--- src/rtl/bo_pkg.sv ---
package bo_pkg;

  typedef enum logic [1:0] {
    MT_NONE = 2'd0,
    MT_LOW  = 2'd1,
    MT_HIGH = 2'd2
  } match_e;

endpackage

--- src/rtl/bo_marker_cmp.sv ---
module bo_marker_cmp
  import bo_pkg::*;
#(
  parameter int BYTE_W = 9
) (
  input  logic [BYTE_W-1:0]   hi_i,
  input  logic [BYTE_W-1:0]   lo_i,
  input  logic                pair_i,
  input  logic [2*BYTE_W-1:0] mark_i,
  output match_e              match_o
);

  logic [BYTE_W-1:0] first_b;
  logic [BYTE_W-1:0] second_b;
  logic              lo_hit;
  logic              hi_hit;

  assign first_b  = mark_i[BYTE_W-1:0];
  assign second_b = mark_i[2*BYTE_W-1:BYTE_W];

  always_comb begin
    if (pair_i) begin
      lo_hit = (lo_i == first_b) && (hi_i == second_b);
    end else begin
      lo_hit = (lo_i == first_b);
    end
    hi_hit = (hi_i == first_b);
  end

  // The lower byte is the earlier one, so it takes priority.
  always_comb begin
    if (lo_hit)      match_o = MT_LOW;
    else if (hi_hit) match_o = MT_HIGH;
    else             match_o = MT_NONE;
  end

endmodule

--- src/rtl/bo_arm_ctrl.sv ---
module bo_arm_ctrl
  import bo_pkg::*;
(
  input  logic   clk,
  input  logic   rst_n,
  input  logic   sync_i,
  input  logic   xfer_i,
  input  match_e match_i,
  output logic   search_o,
  output logic   pad_sel_o,
  output logic   pad_ins_o,
  output logic   hit_o,
  output logic   ordered_o
);

  logic sync_q;
  logic armed_q;
  logic ordered_q;
  logic rise;

  assign rise      = sync_i & ~sync_q;
  assign search_o  = sync_i & (armed_q | rise);
  assign pad_sel_o = search_o & (match_i == MT_HIGH);
  assign hit_o     = search_o & xfer_i & (match_i != MT_NONE);
  assign pad_ins_o = pad_sel_o & xfer_i;
  assign ordered_o = ordered_q;

  always_ff @(posedge clk or negedge rst_n) begin
    if (!rst_n) begin
      sync_q    <= 1'b0;
      armed_q   <= 1'b0;
      ordered_q <= 1'b0;
    end else begin
      sync_q <= sync_i;
      if (!sync_i) begin
        armed_q   <= 1'b0;
        ordered_q <= 1'b0;
      end else begin
        if (rise)  armed_q <= 1'b1;
        if (hit_o) begin
          armed_q   <= 1'b0;
          ordered_q <= 1'b1;
        end
      end
    end
  end

  AST_SYNC_LOW_CLEARS: assert property (@(posedge clk) disable iff (!rst_n)
    !sync_i |=> !ordered_q);

  AST_ORDERED_FROM_HIT: assert property (@(posedge clk) disable iff (!rst_n)
    $rose(ordered_q) |-> $past(xfer_i));

endmodule

--- src/rtl/bo_slip_path.sv ---
module bo_slip_path #(
  parameter int BYTE_W = 9
) (
  input  logic              clk,
  input  logic              rst_n,
  input  logic              sync_i,
  input  logic              xfer_i,
  input  logic              pad_sel_i,
  input  logic              pad_ins_i,
  input  logic [BYTE_W-1:0] pad_i,
  input  logic [BYTE_W-1:0] hi_i,
  input  logic [BYTE_W-1:0] lo_i,
  output logic [BYTE_W-1:0] hi_o,
  output logic [BYTE_W-1:0] lo_o,
  output logic              shifted_o
);

  logic              shift_q;
  logic [BYTE_W-1:0] hold_q;
  logic              eff_shift;

  assign eff_shift = sync_i & shift_q;
  assign shifted_o = eff_shift;

  always_comb begin
    if (pad_sel_i) begin
      hi_o = pad_i;
      lo_o = lo_i;
    end else if (eff_shift) begin
      hi_o = lo_i;
      lo_o = hold_q;
    end else begin
      hi_o = hi_i;
      lo_o = lo_i;
    end
  end

  always_ff @(posedge clk or negedge rst_n) begin
    if (!rst_n) begin
      shift_q <= 1'b0;
      hold_q  <= '0;
    end else begin
      if (!sync_i) begin
        shift_q <= 1'b0;
      end else if (pad_ins_i) begin
        shift_q <= 1'b1;
      end
      if (xfer_i) hold_q <= hi_i;
    end
  end

  AST_HOLD_STABLE: assert property (@(posedge clk) disable iff (!rst_n)
    !xfer_i |=> $stable(hold_q));

  AST_SHIFT_FROM_PAD: assert property (@(posedge clk) disable iff (!rst_n)
    $rose(shift_q) |-> $past(pad_ins_i));

endmodule

--- src/rtl/byte_order_aligner.sv ---
module byte_order_aligner
  import bo_pkg::*;
#(
  parameter int BYTE_W = 9
) (
  input  logic                clk,
  input  logic                rst_n,
  input  logic                sync_i,
  input  logic                cfg_pair_i,
  input  logic [2*BYTE_W-1:0] cfg_mark_i,
  input  logic [BYTE_W-1:0]   cfg_pad_i,
  input  logic                s_valid,
  output logic                s_ready,
  input  logic [2*BYTE_W-1:0] s_data,
  output logic                m_valid,
  input  logic                m_ready,
  output logic [2*BYTE_W-1:0] m_data,
  output logic                ordered_o
);

  localparam int WORD_W = 2 * BYTE_W;

  logic [BYTE_W-1:0] in_hi;
  logic [BYTE_W-1:0] in_lo;
  logic [BYTE_W-1:0] out_hi;
  logic [BYTE_W-1:0] out_lo;
  logic              xfer;
  logic              search;
  logic              pad_sel;
  logic              pad_ins;
  logic              hit;
  logic              shifted;
  match_e            match;

  assign in_hi   = s_data[WORD_W-1:BYTE_W];
  assign in_lo   = s_data[BYTE_W-1:0];
  assign xfer    = s_valid & m_ready;
  assign s_ready = m_ready;
  assign m_valid = s_valid;
  assign m_data  = {out_hi, out_lo};

  bo_marker_cmp #(.BYTE_W(BYTE_W)) cmp_i (
    .hi_i    (in_hi),
    .lo_i    (in_lo),
    .pair_i  (cfg_pair_i),
    .mark_i  (cfg_mark_i),
    .match_o (match)
  );

  bo_arm_ctrl arm_i (
    .clk       (clk),
    .rst_n     (rst_n),
    .sync_i    (sync_i),
    .xfer_i    (xfer),
    .match_i   (match),
    .search_o  (search),
    .pad_sel_o (pad_sel),
    .pad_ins_o (pad_ins),
    .hit_o     (hit),
    .ordered_o (ordered_o)
  );

  bo_slip_path #(.BYTE_W(BYTE_W)) slip_i (
    .clk       (clk),
    .rst_n     (rst_n),
    .sync_i    (sync_i),
    .xfer_i    (xfer),
    .pad_sel_i (pad_sel),
    .pad_ins_i (pad_ins),
    .pad_i     (cfg_pad_i),
    .hi_i      (in_hi),
    .lo_i      (in_lo),
    .hi_o      (out_hi),
    .lo_o      (out_lo),
    .shifted_o (shifted)
  );

  AST_ONE_PAD_ONLY: assert property (@(posedge clk) disable iff (!rst_n)
    pad_ins |-> !shifted);

  AST_ORDER_AFTER_HIT: assert property (@(posedge clk) disable iff (!rst_n)
    (search && xfer && match != MT_NONE) |=> ordered_o);

  AST_NO_PAD_OUTSIDE_SEARCH: assert property (@(posedge clk) disable iff (!rst_n)
    !search |-> !hit);

  AST_STALL_STABLE: assert property (@(posedge clk) disable iff (!rst_n)
    (s_valid && !m_ready) ##1 ($stable(s_data) && $stable(sync_i) && sync_i)
      |-> $stable(m_data));

endmodule

--- config.mk ---
export PLATFORM = sky130hd
export DESIGN_NAME = byte_order_aligner
export DESIGN_NICKNAME = d
export VERILOG_FILES = /design/src/rtl/bo_pkg.sv /design/src/rtl/bo_marker_cmp.sv /design/src/rtl/bo_arm_ctrl.sv /design/src/rtl/bo_slip_path.sv /design/src/rtl/byte_order_aligner.sv
export SDC_FILE = /design/constraint.sdc
export NUM_CORES = 1
export LEC_CHECK = 0
export BUFFER_PORTS_ARGS = -buffer_cell sky130_fd_sc_hd__buf_2
export CAP_MARGIN = 20
export CORE_ASPECT_RATIO = 0.5
export CORE_UTILIZATION = 44
export CTS_CLUSTER_DIAMETER = 150
export DETAILED_ROUTE_END_ITERATION = 16
export PLACE_DENSITY = 0.8
export SETUP_SLACK_MARGIN = 0.5
export SYNTH_ARGS = -nofsm -noshare
export SYNTH_HDL_FRONTEND = slang
export SYNTH_SLANG_ARGS = --single-unit
--- constraint.sdc ---
create_clock -name clk -period 2 [get_ports clk]
set_input_delay 0.1 -clock clk [delete_from_list [all_inputs] [get_ports clk]]
set_output_delay 0.1 -clock clk [all_outputs]
set_load 0.01 [all_outputs]
==> impl_metrics.yaml, run 1 <==
run_status:
  status: "finished clean"
critical_path:
  required_ps: 1900
  start_kind: "input port"
  r2r-end: "slip_i.shift_q"
  timing.rr.start: "arm_i.sync_q"
  crit_type: "in -> out"
  r2r_slack_ps: 680
  rr_worst_depth: 6
  cp-end-kind: "primary output"
  crit_fanout: 10
  worstPathArrival_ps: 1810
placed_design:
  port-buffer-count: 71
  gp_congestion: 0.859
  dp_hpwl_um: 2940
clock_tree:
  cts.path.max_buffers: 2
  cts_sinks: 13
  cts_tree: "yes"
  cts_root_buf: "clkbuf_8"
  cts_made_buffers: 3
  clkLatencyLatePin_ps: 240
  clk_pin_slew_worst_paths_ps: 60
  htree_levels: 1
layout:
  fin_nets: 280
  area_growth_pct: 62.2
  final_layout_size_suffix_gt1_share_pct: 57.0
  fillers: 165
  antenna_cells: 0
die:
  fp.dieW_um: 77.2
  dieArea_sq_um: 3050
  start_util_pct: 47.2
  io-pin-count: 72
  die_h_um: 39.6
  design.core.area_sq_um: 2640
  num_rows: 13
yosys:
  synth_cell_type_count: 27
  synth_area_sq_um: 1240
  synth.largest_area_cell: "dfrtp_1"
  synth_area_leaders: "dfrtp_1 26%, mux2_2 15%, nand2_1 12%"
  syn_avg_cell_area_sq_um: 8.57
  yosys_register_bits: 13
  ys_warn_count: 0
  synth_top_cell_area_share_pct: 26.2
  seq_area_frac_synth_pct: 26.2
  netlist_instances: 145
  syn-num-nets: 196
global_route:
  grt_pass1_vias: 1478
  grt_pass1_wl_um: 6970
  antenna_found_initial: 0
  grt_overflow: 0
  grt_start_max_net_pins: 14
  grt_util_all_layers_pct: 31.6
timing:
  slew-limit-headroom_pct: 63.5
  rsz0062_at_grt: "yes"
  hold_viol_final: 0
  drv_slew: 0
  min_period_over_period_pct: 95.5
  setup_violations: 0
  max_freq_mhz: 523
  final.setup_skew_ps: 0.480
  fin_setup_tns_ps: 0
  min_period_ps: 1910
  tightest_slew_ps: 546
power:
  p_total_mw: 0.886
  p_per_area_nw_per_um2: 439
  peakVddDrop_uv: 283
  p_leak_nw: 0.944
min_path:
  min_path_type: "in -> reg"
  min_path_cells: 1
  min_from: "sync_i"
  hold-path-endpoint: "arm_i.sync_q"
routing:
  met3WireLength_um: 479
  routed_via_density: 5.98
  drc: 0
  wl_um: 5220
  vias: 1585
  routedWlPerCell_um: 19.7
  drt-met1-wl_um: 2090
  drt-initial-drc-count: 109
  highest_layer: "met4"
  wl_met2_um: 2400
  ant_nets: 0
  first_pass_iters: 5
job:
  cap_violations: 0
[worst max path at each step]
stage	to	start	depth (start not counted)	slack, ps
final	m_data[10]	cfg_mark_i[13]	8	90
after global routing	m_data[9]	cfg_mark_i[2]	8	60
after CTS	m_data[17]	arm_i.sync_q	7	160
after detailed placement	m_data[17]	s_data[17]	7	80
after global placement	m_data[12]	s_data[16]	7	150
after floorplan	m_data[10]	cfg_mark_i[8]	5	480
[power breakdown]
part	total (mW)	internal (mW)	switching, mW
Clock	0.239	0.141	0.0979
Sequential	0.311	0.293	0.0185
Combinational	0.335	0.171	0.165
[state kept, by name, summed over array words and instances (netlist names)]
name             cells
arm_i.sync_q         1
slip_i.shift_q       1
arm_i.ordered_o      1
arm_i.armed_q        1
slip_i.hold_q        9
[critical path, stage by stage]
cell and delay [ps]:
buf_2 120, xnor2_2 170, nand3_1 100, o41a_1 470
o21ai_4 200, buf_12 150, mux2_2 350, buf_2 150
[layer usage]
layer	up-vias	track usage [%]
met5	-	0
met4	0	18.4
met3	34	9.53
met2	108	54.9
met1	759	36.3
li1	684	-
[cell families after synthesis]
kind of cell	count (synthesis)	synth area share, %
compound gates	25	14.7
buf+inv	7	2.72
simple gates	55	21.0
xor+xnor	27	19.0
flops	13	26.2
mux	18	16.3
[placed cells by master, fill, tap and decap left out]
cell type,synthesis,final
clkbuf_8,0,3
dlygate4sd3_1,0,1
clkbuf_1,3,1
o21ai_4,1,2
a32oi_1,1,1
inv_2,0,1
nand4_1,3,3
xor2_1,11,11
nor4_4,1,1
buf_6,0,17
nand2_1,40,39
buf_2,0,58
mux2_2,17,18
o21ai_2,0,3
o211ai_1,9,9
nor2_1,1,1
xnor2_4,0,1
nand2_2,0,1
buf_4,2,8
nand3_1,2,1
nor4_2,1,1
o41a_1,1,1
o21ai_1,0,5
o21ai_0,11,2
xnor2_2,0,10
buf_12,0,1
o41ai_4,0,1
o21a_2,0,1
or4_4,0,1
xnor2_1,16,5
and2_1,1,1
nand3_2,1,2
nor4_1,1,1
dfrtp_1,13,13
nor3_1,3,3
[synthesized netlist by cell type]
cell type / n
a32oi_1: 1
nor4_2: 1
o41ai_2: 1
dfrtp_1: 13
o41a_1: 1
buf_4: 2
o21ai_4: 1
nand3_2: 1
o211ai_1: 9
mux2_1: 1
nor4_1: 1
o21a_1: 1
buf_1: 1
clkbuf_1: 3
nor2_1: 1
and2_1: 1
or4_1: 1
nand3_1: 2
mux2_2: 17
nand2_1: 40
o21ai_0: 11
nand4_1: 3
inv_1: 1
nor4_4: 1
xnor2_1: 16
nor3_1: 3
xor2_1: 11
[through the flow]
step                      hold WS, ps  cell area [sq um]  instances  utilization, %  worst slack (ps)
after floorplan                  -196               1250        145               -               484
after global placement         -0.477               1660        252            63.1               155
after detailed placement         7.63               1660        252            63.1              79.4
after CTS                        32.3               1920        263            72.7               161
after global routing             49.3               2020        265            76.5              59.6
final                            52.1               2020        265            76.5              89.3
[cell type report]
type	count	area, sq um	share of cell area (%)
multi-input combinational	125	1020	50.8
tap	37	46.3	2.30
timing repair buffer	85	572	28.4
inverter	1	3.75	0.186
clock buffer	4	45.0	2.23
sequential	13	325	16.1
[timing repair]
action | 4_1_cts | 5_1_grt
hold buffers | 1 | 0
pin swaps | 5 | 7
gates resized for setup | 37 | 17
setup buffers | 5 | 2
gates cloned | 1 | 0
endpoints found under the setup margin | 19 | 19
hold endpoints to repair | 13 | 0
(Power assumes the default switching activity.)
==> inputs of run 2 (changes only) <==
Settings changed: REMOVE_ABC_BUFFERS from default to 1, TNS_END_PERCENT from default to 5.
==> run 2 against run 1 <==
Against the previous run: register-to-register slack improved by 20 ps; first-iteration DRC count decreased by 10%; critical path depth unchanged; combinational power decreased by 11%; utilization decreased by 3.4 points; non-clock buffer count decreased by 2; global-route usage decreased by 1.8 points; sequential share of layout area increased by 0.75 points; clock skew increased by 2.6 ps; worst hold slack got worse by 23 ps; total power decreased by 5.0%; die area unchanged.
==> impl_metrics.yaml, run 2 (synthesized netlist as in run 1, its figures left out) <==
routing:
  wl_um: 4270
  ant_nets: 0
  routed_via_density: 5.50
  drt-initial-drc-count: 98
  drc: 0
  first_pass_iters: 4
  vias: 1446
  routedWlPerCell_um: 16.2
layout:
  area_growth_pct: 55.0
  largest_register_ff_count: 9
  fin_nets: 278
  fin_cells: 263
  antenna_cells: 0
  layout_common_cells: "59 x buf_2, 40 x nand2_1, 13 x dfrtp_1"
  fin_area_sq_um: 1930
  final_core_util_pct: 73.1
  final_layout_size_suffix_gt1_share_pct: 51.8
  mostFrequentLayoutCell: "buf_2"
  largest_register: "slip_i.hold_q"
clock_tree:
  cts_tree: "yes"
  cts_made_buffers: 3
  cts.path.max_buffers: 2
  cts_sinks: 13
  clk_pin_slew_worst_paths_ps: 50
  htree_levels: 1
  cts_root_buf: "clkbuf_8"
  clkLatencyLatePin_ps: 250
power:
  p_per_area_nw_per_um2: 437
  peakVddDrop_uv: 378
  p_leak_nw: 0.925
die:
  dieArea_sq_um: 3050
  io-pin-count: 72
  fp.dieW_um: 77.2
  die_h_um: 39.6
  num_rows: 13
  design.core.area_sq_um: 2640
  start_util_pct: 47.2
timing:
  hold_viol_final: 0
  min_period_over_period_pct: 94.8
  setup_violations: 0
  slew-limit-headroom_pct: 64.8
  min_period_ps: 1900
  rsz0062_at_grt: "yes"
  fin_setup_tns_ps: 0
  tightest_slew_ps: 527
  max_freq_mhz: 527
  final.setup_skew_ps: 3.05
  drv_slew: 0
critical_path:
  worstPathArrival_ps: 1800
  cp-end-kind: "primary output"
  crit_fanout: 12
  cp_slowest_stage_delay_ps: 420
  timing.rr.start: "arm_i.sync_q"
  crit_type: "in -> out"
  start_kind: "input port"
  crit_path_start: "s_data[11]"
  required_ps: 1900
  crit_chain: "buf_6, xnor2_2, nand4_1, o41a_1, buf_4, o21a_4, o21ai_1, buf_2"
  crit_slowest_cell: "o41a_1"
  path_buf_inv: 3
  path_delay_family: "compound AO/OA/AOI/OAI gates"
run_status:
  status: "finished clean"
placed_design:
  port-buffer-count: 71
  placed_area_sq_um: 1640
  gp_congestion: 0.839
  placed_cells: 251
  dp_hpwl_um: 2860
min_path:
  min_path_type: "in -> reg"
  min_from: "sync_i"
global_route:
  antenna_found_initial: 0
  grt_pass1_vias: 1322
  grt_start_max_net_pins: 14
  grt_overflow: 0
  grt_pass1_wl_um: 6560
  grt_util_all_layers_pct: 29.8
job:
  cap_violations: 0
==> run 2: changes by cell type in the layout (fill, tap and decap cells not counted), sizes merged <==
cell | previous run | this run
buf | 84 | 82
==> run 2: what timing repair did <==
action | CTS | global route
hold buffers | 1 | 0
buffers inserted | 7 | 0
gates resized for setup | 40 | 6
hold endpoints to repair | 13 | 0
setup endpoints to repair | 20 | 19
pin swaps | 12 | 2
==> run 2: metal layers <==
metal  GRT usage [%]  vias up  wire [um]
li1                -      670          -
met1            37.0      687       1800
met2            51.5       73       2020
met3            7.44       16        334
met4            11.3        0        120
met5               0        -          0
==> run 2: final timing paths <==
check                                    to  slack (ps)  cells after the start
setup / recovery                  m_data[2]         100                      8
hold / removal                 arm_i.sync_q          30                      1
setup reg to reg             slip_i.shift_q         700                      6
hold reg to reg            slip_i.hold_q[0]         510                      1
max in group asynchronous  slip_i.hold_q[2]        1470                      2
min in group asynchronous  slip_i.hold_q[7]         280                      2
==> run 2: area by class of cell <==
| cell class | count | area (sq um) |
|---|---|---|
| Clock buffer | 4 | 45.0 |
| Inverter | 1 | 3.75 |
| Multi-Input combinational cell | 125 | 963 |
| Fill cell | 181 | 709 |
| Sequential cell | 13 | 325 |
| Timing Repair Buffer | 83 | 542 |
| Tap cell | 37 | 46.3 |
==> run 2: report_power, final <==
part | switching, mW | internal [mW] | leakage, nW
Clock | 0.0938 | 0.141 | 0.0228
Combinational | 0.141 | 0.157 | 0.744
Sequential | 0.0152 | 0.293 | 0.158
==> run 2: stage by stage <==
step | worst slack (ps) | power (mW) | hold slack (ps)
after floorplan | 322 | 0.437 | -196
after global routing | 53.1 | 0.887 | 37.8
final | 103 | 0.841 | 28.6
after global placement | 85.1 | 0.554 | -0.847
after detailed placement | 62.0 | 0.559 | 6.53
after CTS | 198 | 0.834 | 25.2
==> run 2: worst reg2reg max path: stages, from the launching register on <==
cell     delay (ps)
dfrtp_1         370
inv_1            90
o21ai_2         110
nor4_4          240
o21ai_4         110
buf_6           150
o21ai_0         160
